### config.mk
export PLATFORM = sky130hd
export DESIGN_NAME = biphase_fwd_rx
export DESIGN_NICKNAME = d
export VERILOG_FILES = /design/src/rtl/bprx_pkg.sv /design/src/rtl/bprx_sync.sv /design/src/rtl/bprx_runtimer.sv /design/src/rtl/biphase_fwd_rx.sv
export SDC_FILE = /design/constraint.sdc
export NUM_CORES = 1
export LEC_CHECK = 0
export BUFFER_PORTS_ARGS = -buffer_cell sky130_fd_sc_hd__clkbuf_2
export CELL_PAD_IN_SITES_DETAIL_PLACEMENT = 2
export CELL_PAD_IN_SITES_GLOBAL_PLACEMENT = 2
export CORE_UTILIZATION = 41
export CTS_BUF_LIST = sky130_fd_sc_hd__clkbuf_4 sky130_fd_sc_hd__clkbuf_8
export CTS_CLUSTER_DIAMETER = 40
export DETAILED_ROUTE_END_ITERATION = 10
export PLACE_DENSITY = 0.84
export SYNTH_ARGS = -nofsm -noshare
export SYNTH_HDL_FRONTEND = slang
export SYNTH_SLANG_ARGS = --single-unit
### constraint.sdc
create_clock -name clk -period 3.7 [get_ports clk]
set_input_delay 0.37 -clock clk [delete_from_list [all_inputs] [get_ports clk]]
set_output_delay 0.37 -clock clk [all_outputs]
set_load 0.05 [all_outputs]
### src/rtl/bprx_pkg.sv
package bprx_pkg;

    typedef enum logic [2:0] {
        ST_HUNT,
        ST_START,
        ST_MID,
        ST_BOUND,
        ST_STOP_LO,
        ST_STOP_HI
    } bprx_state_e;

    typedef enum logic [1:0] {
        RUN_BAD,
        RUN_SHORT,
        RUN_LONG
    } run_class_e;

endpackage

### src/rtl/bprx_sync.sv
module bprx_sync (
    input  logic clk,
    input  logic rst_n,
    input  logic din,
    output logic line_o,
    output logic rise_o,
    output logic fall_o
);

    logic meta_q;
    logic sync_q;
    logic prev_q;

    always_ff @(posedge clk or negedge rst_n) begin
        if (!rst_n) begin
            meta_q <= 1'b1;
            sync_q <= 1'b1;
            prev_q <= 1'b1;
        end else begin
            meta_q <= din;
            sync_q <= meta_q;
            prev_q <= sync_q;
        end
    end

    assign line_o = sync_q;
    assign rise_o = sync_q & ~prev_q;
    assign fall_o = ~sync_q & prev_q;

endmodule

### src/rtl/bprx_runtimer.sv
module bprx_runtimer
    import bprx_pkg::*;
#(
    parameter int HALF_CYC    = 3333,
    parameter int TOL_PCT     = 10,
    parameter int STOP_HALVES = 4
) (
    input  logic       clk,
    input  logic       rst_n,
    input  logic       edge_i,
    output run_class_e cls_o,
    output logic       over_one_o,
    output logic       over_two_o,
    output logic       stop_bnd_ok_o,
    output logic       stop_mid_ok_o
);

    localparam int LO      = (HALF_CYC * (100 - TOL_PCT)) / 100;
    localparam int HI      = (HALF_CYC * (100 + TOL_PCT)) / 100;
    localparam int LO2     = 2 * LO;
    localparam int HI2     = 2 * HI;
    localparam int STOP_B  = STOP_HALVES * LO - 1;
    localparam int STOP_M  = (STOP_HALVES + 1) * LO - 1;
    localparam int CNT_MAX = HI2 + STOP_M + 1;
    localparam int CW      = $clog2(CNT_MAX + 1);

    localparam logic [CW-1:0] LO_C   = CW'(LO);
    localparam logic [CW-1:0] HI_C   = CW'(HI);
    localparam logic [CW-1:0] LO2_C  = CW'(LO2);
    localparam logic [CW-1:0] HI2_C  = CW'(HI2);
    localparam logic [CW-1:0] STB_C  = CW'(STOP_B);
    localparam logic [CW-1:0] STM_C  = CW'(STOP_M);
    localparam logic [CW-1:0] MAX_C  = CW'(CNT_MAX);

    logic [CW-1:0] cnt_q;

    always_ff @(posedge clk or negedge rst_n) begin
        if (!rst_n) begin
            cnt_q <= CW'(1);
        end else if (edge_i) begin
            cnt_q <= CW'(1);
        end else if (cnt_q != MAX_C) begin
            cnt_q <= cnt_q + CW'(1);
        end
    end

    always_comb begin
        if (cnt_q >= LO_C && cnt_q <= HI_C) begin
            cls_o = RUN_SHORT;
        end else if (cnt_q >= LO2_C && cnt_q <= HI2_C) begin
            cls_o = RUN_LONG;
        end else begin
            cls_o = RUN_BAD;
        end
    end

    assign over_one_o    = (cnt_q >= HI_C);
    assign over_two_o    = (cnt_q >= HI2_C);
    assign stop_bnd_ok_o = (cnt_q >= STB_C);
    assign stop_mid_ok_o = (cnt_q >= STM_C);

endmodule

### src/rtl/biphase_fwd_rx.sv
module biphase_fwd_rx
    import bprx_pkg::*;
#(
    parameter int HALF_CYC    = 3333,
    parameter int TOL_PCT     = 10,
    parameter int ADDR_W      = 8,
    parameter int DATA_W      = 8,
    parameter int STOP_HALVES = 4
) (
    input  logic              clk,
    input  logic              rst_n,
    input  logic              rx_i,
    output logic [ADDR_W-1:0] addr_o,
    output logic [DATA_W-1:0] data_o,
    output logic              valid_o,
    output logic              err_o
);

    localparam int NBITS = ADDR_W + DATA_W;
    localparam int BW    = $clog2(NBITS + 1);
    localparam logic [BW-1:0] LAST_C = BW'(NBITS - 1);

    logic        line;
    logic        rise;
    logic        fall;
    logic        edge_seen;
    run_class_e  cls;
    logic        over_one;
    logic        over_two;
    logic        stop_bnd_ok;
    logic        stop_mid_ok;

    bprx_state_e state_q;
    bprx_state_e state_d;
    logic [NBITS-1:0] shreg_q;
    logic [BW-1:0]    bit_cnt_q;
    logic             from_mid_q;

    logic take_bit;
    logic bit_val;
    logic start_ok;
    logic viol;
    logic done;
    logic set_mid;
    logic clr_mid;

    bprx_sync u_sync (
        .clk    (clk),
        .rst_n  (rst_n),
        .din    (rx_i),
        .line_o (line),
        .rise_o (rise),
        .fall_o (fall)
    );

    assign edge_seen = rise | fall;

    bprx_runtimer #(
        .HALF_CYC    (HALF_CYC),
        .TOL_PCT     (TOL_PCT),
        .STOP_HALVES (STOP_HALVES)
    ) u_timer (
        .clk           (clk),
        .rst_n         (rst_n),
        .edge_i        (edge_seen),
        .cls_o         (cls),
        .over_one_o    (over_one),
        .over_two_o    (over_two),
        .stop_bnd_ok_o (stop_bnd_ok),
        .stop_mid_ok_o (stop_mid_ok)
    );

    // Next-state and decode decisions
    always_comb begin
        state_d  = state_q;
        take_bit = 1'b0;
        bit_val  = rise;
        start_ok = 1'b0;
        viol     = 1'b0;
        done     = 1'b0;
        set_mid  = 1'b0;
        clr_mid  = 1'b0;
        unique case (state_q)
            ST_HUNT: begin
                if (fall) state_d = ST_START;
            end
            ST_START: begin
                if (edge_seen) begin
                    if (rise && cls == RUN_SHORT) begin
                        state_d  = ST_MID;
                        start_ok = 1'b1;
                    end else begin
                        viol = 1'b1;
                    end
                end else if (over_one) begin
                    viol = 1'b1;
                end
            end
            ST_MID: begin
                if (edge_seen) begin
                    if (cls == RUN_SHORT) begin
                        state_d = ST_BOUND;
                    end else if (cls == RUN_LONG) begin
                        take_bit = 1'b1;
                        state_d  = ST_MID;
                    end else begin
                        viol = 1'b1;
                    end
                end else if (over_two) begin
                    viol = 1'b1;
                end
            end
            ST_BOUND: begin
                if (edge_seen) begin
                    if (cls == RUN_SHORT) begin
                        take_bit = 1'b1;
                        state_d  = ST_MID;
                    end else begin
                        viol = 1'b1;
                    end
                end else if (over_one) begin
                    viol = 1'b1;
                end
            end
            ST_STOP_LO: begin
                if (edge_seen) begin
                    if (rise && cls == RUN_SHORT) begin
                        state_d = ST_STOP_HI;
                        clr_mid = 1'b1;
                    end else begin
                        viol = 1'b1;
                    end
                end else if (over_one) begin
                    viol = 1'b1;
                end
            end
            ST_STOP_HI: begin
                if (edge_seen) begin
                    viol = 1'b1;
                end else if (from_mid_q ? stop_mid_ok : stop_bnd_ok) begin
                    done    = 1'b1;
                    state_d = ST_HUNT;
                end
            end
            default: begin
                state_d = ST_HUNT;
            end
        endcase
        if (take_bit && bit_cnt_q == LAST_C) begin
            if (bit_val) begin
                state_d = ST_STOP_HI;
                set_mid = 1'b1;
            end else begin
                state_d = ST_STOP_LO;
            end
        end
        if (viol) state_d = ST_HUNT;
    end

    // State register
    always_ff @(posedge clk or negedge rst_n) begin
        if (!rst_n) begin
            state_q <= ST_HUNT;
        end else begin
            state_q <= state_d;
        end
    end

    // Datapath and outputs
    always_ff @(posedge clk or negedge rst_n) begin
        if (!rst_n) begin
            shreg_q    <= '0;
            bit_cnt_q  <= '0;
            from_mid_q <= 1'b0;
            addr_o     <= '0;
            data_o     <= '0;
            valid_o    <= 1'b0;
            err_o      <= 1'b0;
        end else begin
            valid_o <= done;
            err_o   <= viol;
            if (start_ok) begin
                bit_cnt_q <= '0;
            end else if (take_bit) begin
                bit_cnt_q <= bit_cnt_q + BW'(1);
                shreg_q   <= {shreg_q[NBITS-2:0], bit_val};
            end
            if (set_mid) begin
                from_mid_q <= 1'b1;
            end else if (clr_mid) begin
                from_mid_q <= 1'b0;
            end
            if (done) begin
                addr_o <= shreg_q[NBITS-1 -: ADDR_W];
                data_o <= shreg_q[DATA_W-1:0];
            end
        end
    end


    valid_err_excl_chk: assert property (@(posedge clk) disable iff (!rst_n)
        !(valid_o && err_o));


    err_pulse_chk: assert property (@(posedge clk) disable iff (!rst_n)
        err_o |=> !err_o);


    valid_pulse_chk: assert property (@(posedge clk) disable iff (!rst_n)
        valid_o |=> !valid_o);


    valid_after_high_chk: assert property (@(posedge clk) disable iff (!rst_n)
        valid_o |-> $past(line));


    out_hold_chk: assert property (@(posedge clk) disable iff (!rst_n)
        !($stable(addr_o) && $stable(data_o)) |-> valid_o);


    bitcnt_bound_chk: assert property (@(posedge clk) disable iff (!rst_n)
        bit_cnt_q <= BW'(NBITS));

endmodule

Word-level counts from Yosys, hierarchy flattened:

Index checks and enable logic that the tools add are counted.

* flip-flop bits (word level): 61
* input port bits: 3
* output and inout port bits: 18
* logic and storage cells: 110

* $add $sub $neg: 2
* $lt $le $gt $ge: 8
* equality and inequality tests: 20
* muxes and demuxes: 51
* bitwise gates (word level): 6
* reduce and logical (&&, ||, !) cells: 11

Operators by type and width (count)
* 3-bit two-way mux: 14
* 4-bit inequality test (second input constant): 10
* 15-bit by 12-bit >= comparator with 1-bit output (second input constant): 2
* 15-bit by 13-bit >= comparator with 1-bit output (second input constant): 2
* 15-bit by 14-bit >= comparator with 1-bit output (second input constant): 2
* 15-bit two-way mux: 2
* 1-bit two-way mux: 28
* 3-bit one-hot mux with 6 select lines: 1
* 15-bit by 1-bit adder with 15-bit output (second input constant): 1
* 15-bit by 12-bit <= comparator with 1-bit output (second input constant): 1
* 15-bit by 13-bit <= comparator with 1-bit output (second input constant): 1
* 15-bit inequality test (second input constant): 1
* 11-bit AND reduction: 1
* 5-bit two-way mux: 2
* 3-bit by 2-bit == test with 1-bit output (second input constant): 2
* 3-bit == test (second input constant): 2
* 2-bit nonzero test: 3
* 5-bit by 1-bit adder with 5-bit output (second input constant): 1
* 5-bit by 4-bit == test with 1-bit output (second input constant): 1
* 5-bit inequality test (second input constant): 1
* 1-bit logical AND: 4
* 2-bit two-way mux: 2
* 1-bit one-hot mux with 4 select lines: 1
* 3-bit by 1-bit == test with 1-bit output (second input constant): 1
* 9 further kinds: 12

Depth between registers and ports, before layout:

* depth after elaboration: 12
* gate-level depth with buffers: 11

Modules after synthesis:

From an unflattened synthesis, not the netlist that was laid out.

* cell total of the unflattened synthesis: 295
* area, all modules: 3176.8 µm²

By module, submodules not included
* biphase_fwd_rx: times used 1, cells each 147, area each 1973.1 µm², sequential area each 1076.0 µm²
* bprx_runtimer: times used 1, cells each 143, area each 1109.8 µm², sequential area each 376.6 µm²
* bprx_sync: times used 1, cells each 5, area each 93.8 µm², sequential area each 78.8 µm²

Worst setup path after synthesis:

Ideal clock, no wire load.

* path kind: register to register
* start: register u_timer.cnt_q[0]
* end: register addr_o[0]
* library setup time: 0.125 ns
* arrival time: 2.531 ns
* slack: 1.045 ns
* cell stages (with the launch flop): 10
* buffers on the path: 2
* clock period less this slack: 2.655 ns
* cells stage by stage: dfstp_2 > clkbuf_1 > a211oi_1 > o311ai_0 > o211ai_1 > nor2_1 > nor2_1 > nor4_2 > buf_2 > mux2_2

* cells in the longest elaborated chain, start to end: 5
* elaborated cells between the ends (all ways): 6

RTL lines
* start: declaration: RTL line bprx_runtimer.sv:35 `logic [CW-1:0] cnt_q;`
* start signal: assignment: RTL line bprx_runtimer.sv:43 `cnt_q <= cnt_q + CW'(1);`
* 15-bit by 14-bit >= comparator with 1-bit output (on tied branches): RTL line bprx_runtimer.sv:59, bprx_runtimer.sv:60
* 1-bit two-way mux * (2 in a row): RTL line biphase_fwd_rx.sv:140 `end else if (from_mid_q ? stop_mid_ok : stop_bnd_ok) begin`
* 1-bit two-way mux *: RTL line biphase_fwd_rx.sv:138 `if (edge_seen) begin`
* 1-bit two-way mux *: RTL line biphase_fwd_rx.sv:83 `unique case (state_q)`
* net done: RTL line biphase_fwd_rx.sv:43 `logic done;`
* end signal: assignment: RTL line biphase_fwd_rx.sv:194 `addr_o <= shreg_q[NBITS-1 -: ADDR_W];`
* end: declaration: RTL line biphase_fwd_rx.sv:13 `output logic [ADDR_W-1:0] addr_o,`

Mark *: on every way through the listed nets, which the timed path passes. The rest lies on a longest branch.
A chain may end at the register's enable or synchronous reset.

Final worst setup path:

* start: register u_timer.cnt_q[4]
* end: register state_q[0]

* cells in the longest elaborated chain, start to end: 12
* elaborated cells between the ends (all ways): 50

RTL lines
* 15-bit by 13-bit >= comparator with 1-bit output or 15-bit by 13-bit <= comparator with 1-bit output (tied branches): RTL line bprx_runtimer.sv:50 `end else if (cnt_q >= LO2_C && cnt_q <= HI2_C) begin`
* 1-bit logical AND: RTL line bprx_runtimer.sv:50
* 2-bit two-way mux: RTL line bprx_runtimer.sv:50
* 2-bit two-way mux: RTL line bprx_runtimer.sv:48 `if (cnt_q >= LO_C && cnt_q <= HI_C) begin`
* 2-bit == test: RTL line biphase_fwd_rx.sv:103 `end else if (cls == RUN_LONG) begin`
* 1-bit two-way mux: RTL line biphase_fwd_rx.sv:103
* 1-bit two-way mux: RTL line biphase_fwd_rx.sv:101 `if (cls == RUN_SHORT) begin`
* 1-bit two-way mux: RTL line biphase_fwd_rx.sv:100 `if (edge_seen) begin`
* 1-bit one-hot mux with 2 select lines: RTL line biphase_fwd_rx.sv:83
* 1-bit logical AND: RTL line biphase_fwd_rx.sv:149 `if (take_bit && bit_cnt_q == LAST_C) begin`
* 5-bit inequality test (no line), or another cell as far along
* 11-bit AND reduction (no line) or 3-bit two-way mux (tied branches)
* end signal: assignment: RTL line biphase_fwd_rx.sv:165 `state_q <= state_d;`
* end: declaration: RTL line biphase_fwd_rx.sv:33 `bprx_state_e state_q;`

Several ways; a longest one is shown, not always the timed one. The select of a mux whose other input is x is not followed.

==> results.cfg <==
[yosys]
synth_ff_type = dfrtp_1
syn_inst = 294
yosys_warnings = 0
synthTopCellsByArea = dfrtp_1, mux2_2, nor2_1
syn_area_sq_mm = 0.00310
synth.top_cell.area_share_pct = 46.0
syn_area_per_cell_sq_um = 10.5
ys_seq_area_share_pct = 49.4
synth_top_area_cell = dfrtp_1
synthArstFlopShare_pct = 100
ys_ff_latch = 61
syn_nets = 303
synth_edf_count = 0
synthDistinctLibCells = 51

[finish]
layout_commonest_cell = dfrtp_1
diodes = 0
final_cell_mix = dfrtp_1, nor2_1, mux2_2
syn2layout_area_growth_pct = 12.0
nFillCells = 795
final_nets = 316
drive_gt1_share_pct = 25.0
stdcell_area_sq_mm = 0.00347

[global_routing]
antenna_found_initial = 0
grt-ovfl-total = 0
grt_pass1_vias = 2564
grt_max_degree = 34
grt_pass1_wl_um = 13900
grt_util_all_layers_pct = 24.7

[die]
row_count = 31
core_sq_mm = 0.00729
die_x_um = 89.0
start_util_pct = 42.5
io-pin-count = 21
die_h_um = 89.0
die_area_sq_mm = 0.00791

[place]
place_area_sq_mm = 0.00325
port_buffers = 20
place.gp.congestion = 0.782
hpwl_um = 5670
place_ws_ns = 0.687

[power_and_ir_drop]
p_int_mw = 1.18
switching_share_pct = 30.3
p_leak_nw = 1.59
seqPwrFrac_pct = 44.8
p_per_area_mw_per_mm2 = 486
power_switching_mw = 0.512
ir_drop_v = 0.000372
pwr-share-comb_pct = 14.1
clock_power_share_pct = 41.1

[clock_network]
hold_buffers = 0
clock-sinks = 61
clockRootBuffer = clkbuf_8
numCtsBuffers = 9
post_cts_buffers = 0
h-tree-depth = 3
cts_tree = done
clkSlewWorstSetupHoldPaths_ns = 0.07
clk_path_buf_depth = 2
cts_resized = 0
clk-insertion-delay-late_ns = 0.35

[drt]
drt_first_pass_iters = 4
wire_per_inst_um = 21.3
vias_per_cell = 5.75
vias = 2362
totalWireLength_um = 8760
antenna_left = 0
drt_iter0_markers = 65
drc = 0

[sta]
min_period_ns = 3.05
slew_headroom_pct = 40.4
worst_pin_slew_ns = 0.895
fmax_ghz = 0.328
fin_ws_ns = 0.653
clock_skew_ns = 0.0132
setup-tns-final_ns = 0
drv_slew = 0
period_share_pct = 82.4
finalHoldViolations = 0
rsz0062_at_grt = no
setup_viol = 0

[worst_setup_path]
cp-end-kind = flop
critPathRequiredTime_ns = 3.96
crit_path_start_kind = flop
cp_max_fo = 16
arrival_ns = 3.31
worstSetupPathType = reg2reg
reg2regPathDepth = 7

[hold_path]
holdCritPathClass = in2reg
whs_path_depth = 1

[outcome]
outcome = finished, final reports clean

[job]
maxCapViolations = 0
kinds of logic (layout without fill, tap and decap cells):
family                   Yosys count  after routing  share of synthesized area, %
AND/OR/NAND/NOR                   92             92                          14.7
flip-flops                        61             61                          49.4
AO/OA/AOI/OAI                     58             58                          13.3
multiplexers                      32             32                          11.6
buffers and inverters             31             49                          4.60
XOR/XNOR                          14             14                          3.95
adder cells (fa/ha/maj)            6              6                          2.42
stage by stage:
step	instances	power, mW	hold WS [ns]	util (%)
6_report	411	1.69	0.101	47.6
5_1_grt	411	1.77	0.0849	47.6
4_1_cts	411	1.71	0.0879	47.6
3_5_place_dp	395	0.999	0.348	44.5
3_3_place_gp	395	0.981	0.347	44.5
2_1_floorplan	294	0.916	0.0744	-
worst max-delay path, stage by stage, from the launching register on:
cell      delay (ns)
dfrtp_1         0.51
or4_4           0.59
a311oi_2        0.29
nor2_1          0.13
or2_4           0.28
o31ai_4         0.70
nand3_1         0.23
a31oi_1         0.24
flip-flops by register name (all words and copies together) (netlist names):
name and cells:
u_timer.cnt_q 15, bit_cnt_q 5, from_mid_q 1, data_o 8, shreg_q 16, addr_o 8, u_sync.line_o 1, u_sync.meta_q 1
err_o 1, u_sync.prev_q 1, state_q 3, valid_o 1
power groups by stage:
| stage | clock network (mW) | registers, mW | logic, mW |
|---|---|---|---|
| finish | 0.694 | 0.757 | 0.238 |
| global route | 0.741 | 0.765 | 0.260 |
| CTS | 0.713 | 0.756 | 0.240 |
| detailed placement | 0 | 0.770 | 0.230 |
| global placement | 0 | 0.765 | 0.216 |
| floorplan | 0 | 0.736 | 0.181 |
area by class of cell:
cell class | instances | area [sq um] | share of cell area, %
multi-input cells | 202 | 1440 | 41.3
repair buffers | 22 | 115 | 3.31
clock inverters | 5 | 81.3 | 2.34
clock buffers | 11 | 145 | 4.18
well taps | 99 | 124 | 3.57
inverters | 11 | 41.3 | 1.19
flip-flops and latches | 61 | 1530 | 44.1
routing by layer:
layer  up-vias  wire, um  global-route usage (%)
li1       1078         -                       -
met1      1235      3720                    28.6
met2        37      4680                    45.3
met3        12       231                    5.91
met4         0       127                    7.50
met5         -         0                       0
cells in the mapped netlist (all sizes together) (2+ instances only):
master and n:
o31a 2, nor2 30, or4 2, a21o 2
or3 3, nand2 16, a31oi 5, dfstp 4
mux2 31, o211ai 8, xor2 8, xnor2 6
inv 11, clkbuf 9, o31ai 3, a41o 2
o21ai 17, nand3 20, nor3 4, ha 6
o21a 2, nand2b 2, a211oi 3, a311oi 2
or2 2, buf 11, a21oi 6, dfrtp 57
and3 3, nor4 5
final timing paths:
path	from	to	slack, ns
worst min register to register	u_sync.meta_q	u_sync.line_o	0.36
worst max register to register	u_timer.cnt_q[4]	state_q[0]	0.65
min in group asynchronous	rst_n	from_mid_q	0.14
worst min-delay path	rx_i	u_sync.meta_q	0.10
worst max-delay path	u_timer.cnt_q[4]	state_q[0]	0.65
max in group asynchronous	rst_n	u_timer.cnt_q[0]	2.62
(Power assumes the default switching activity.)
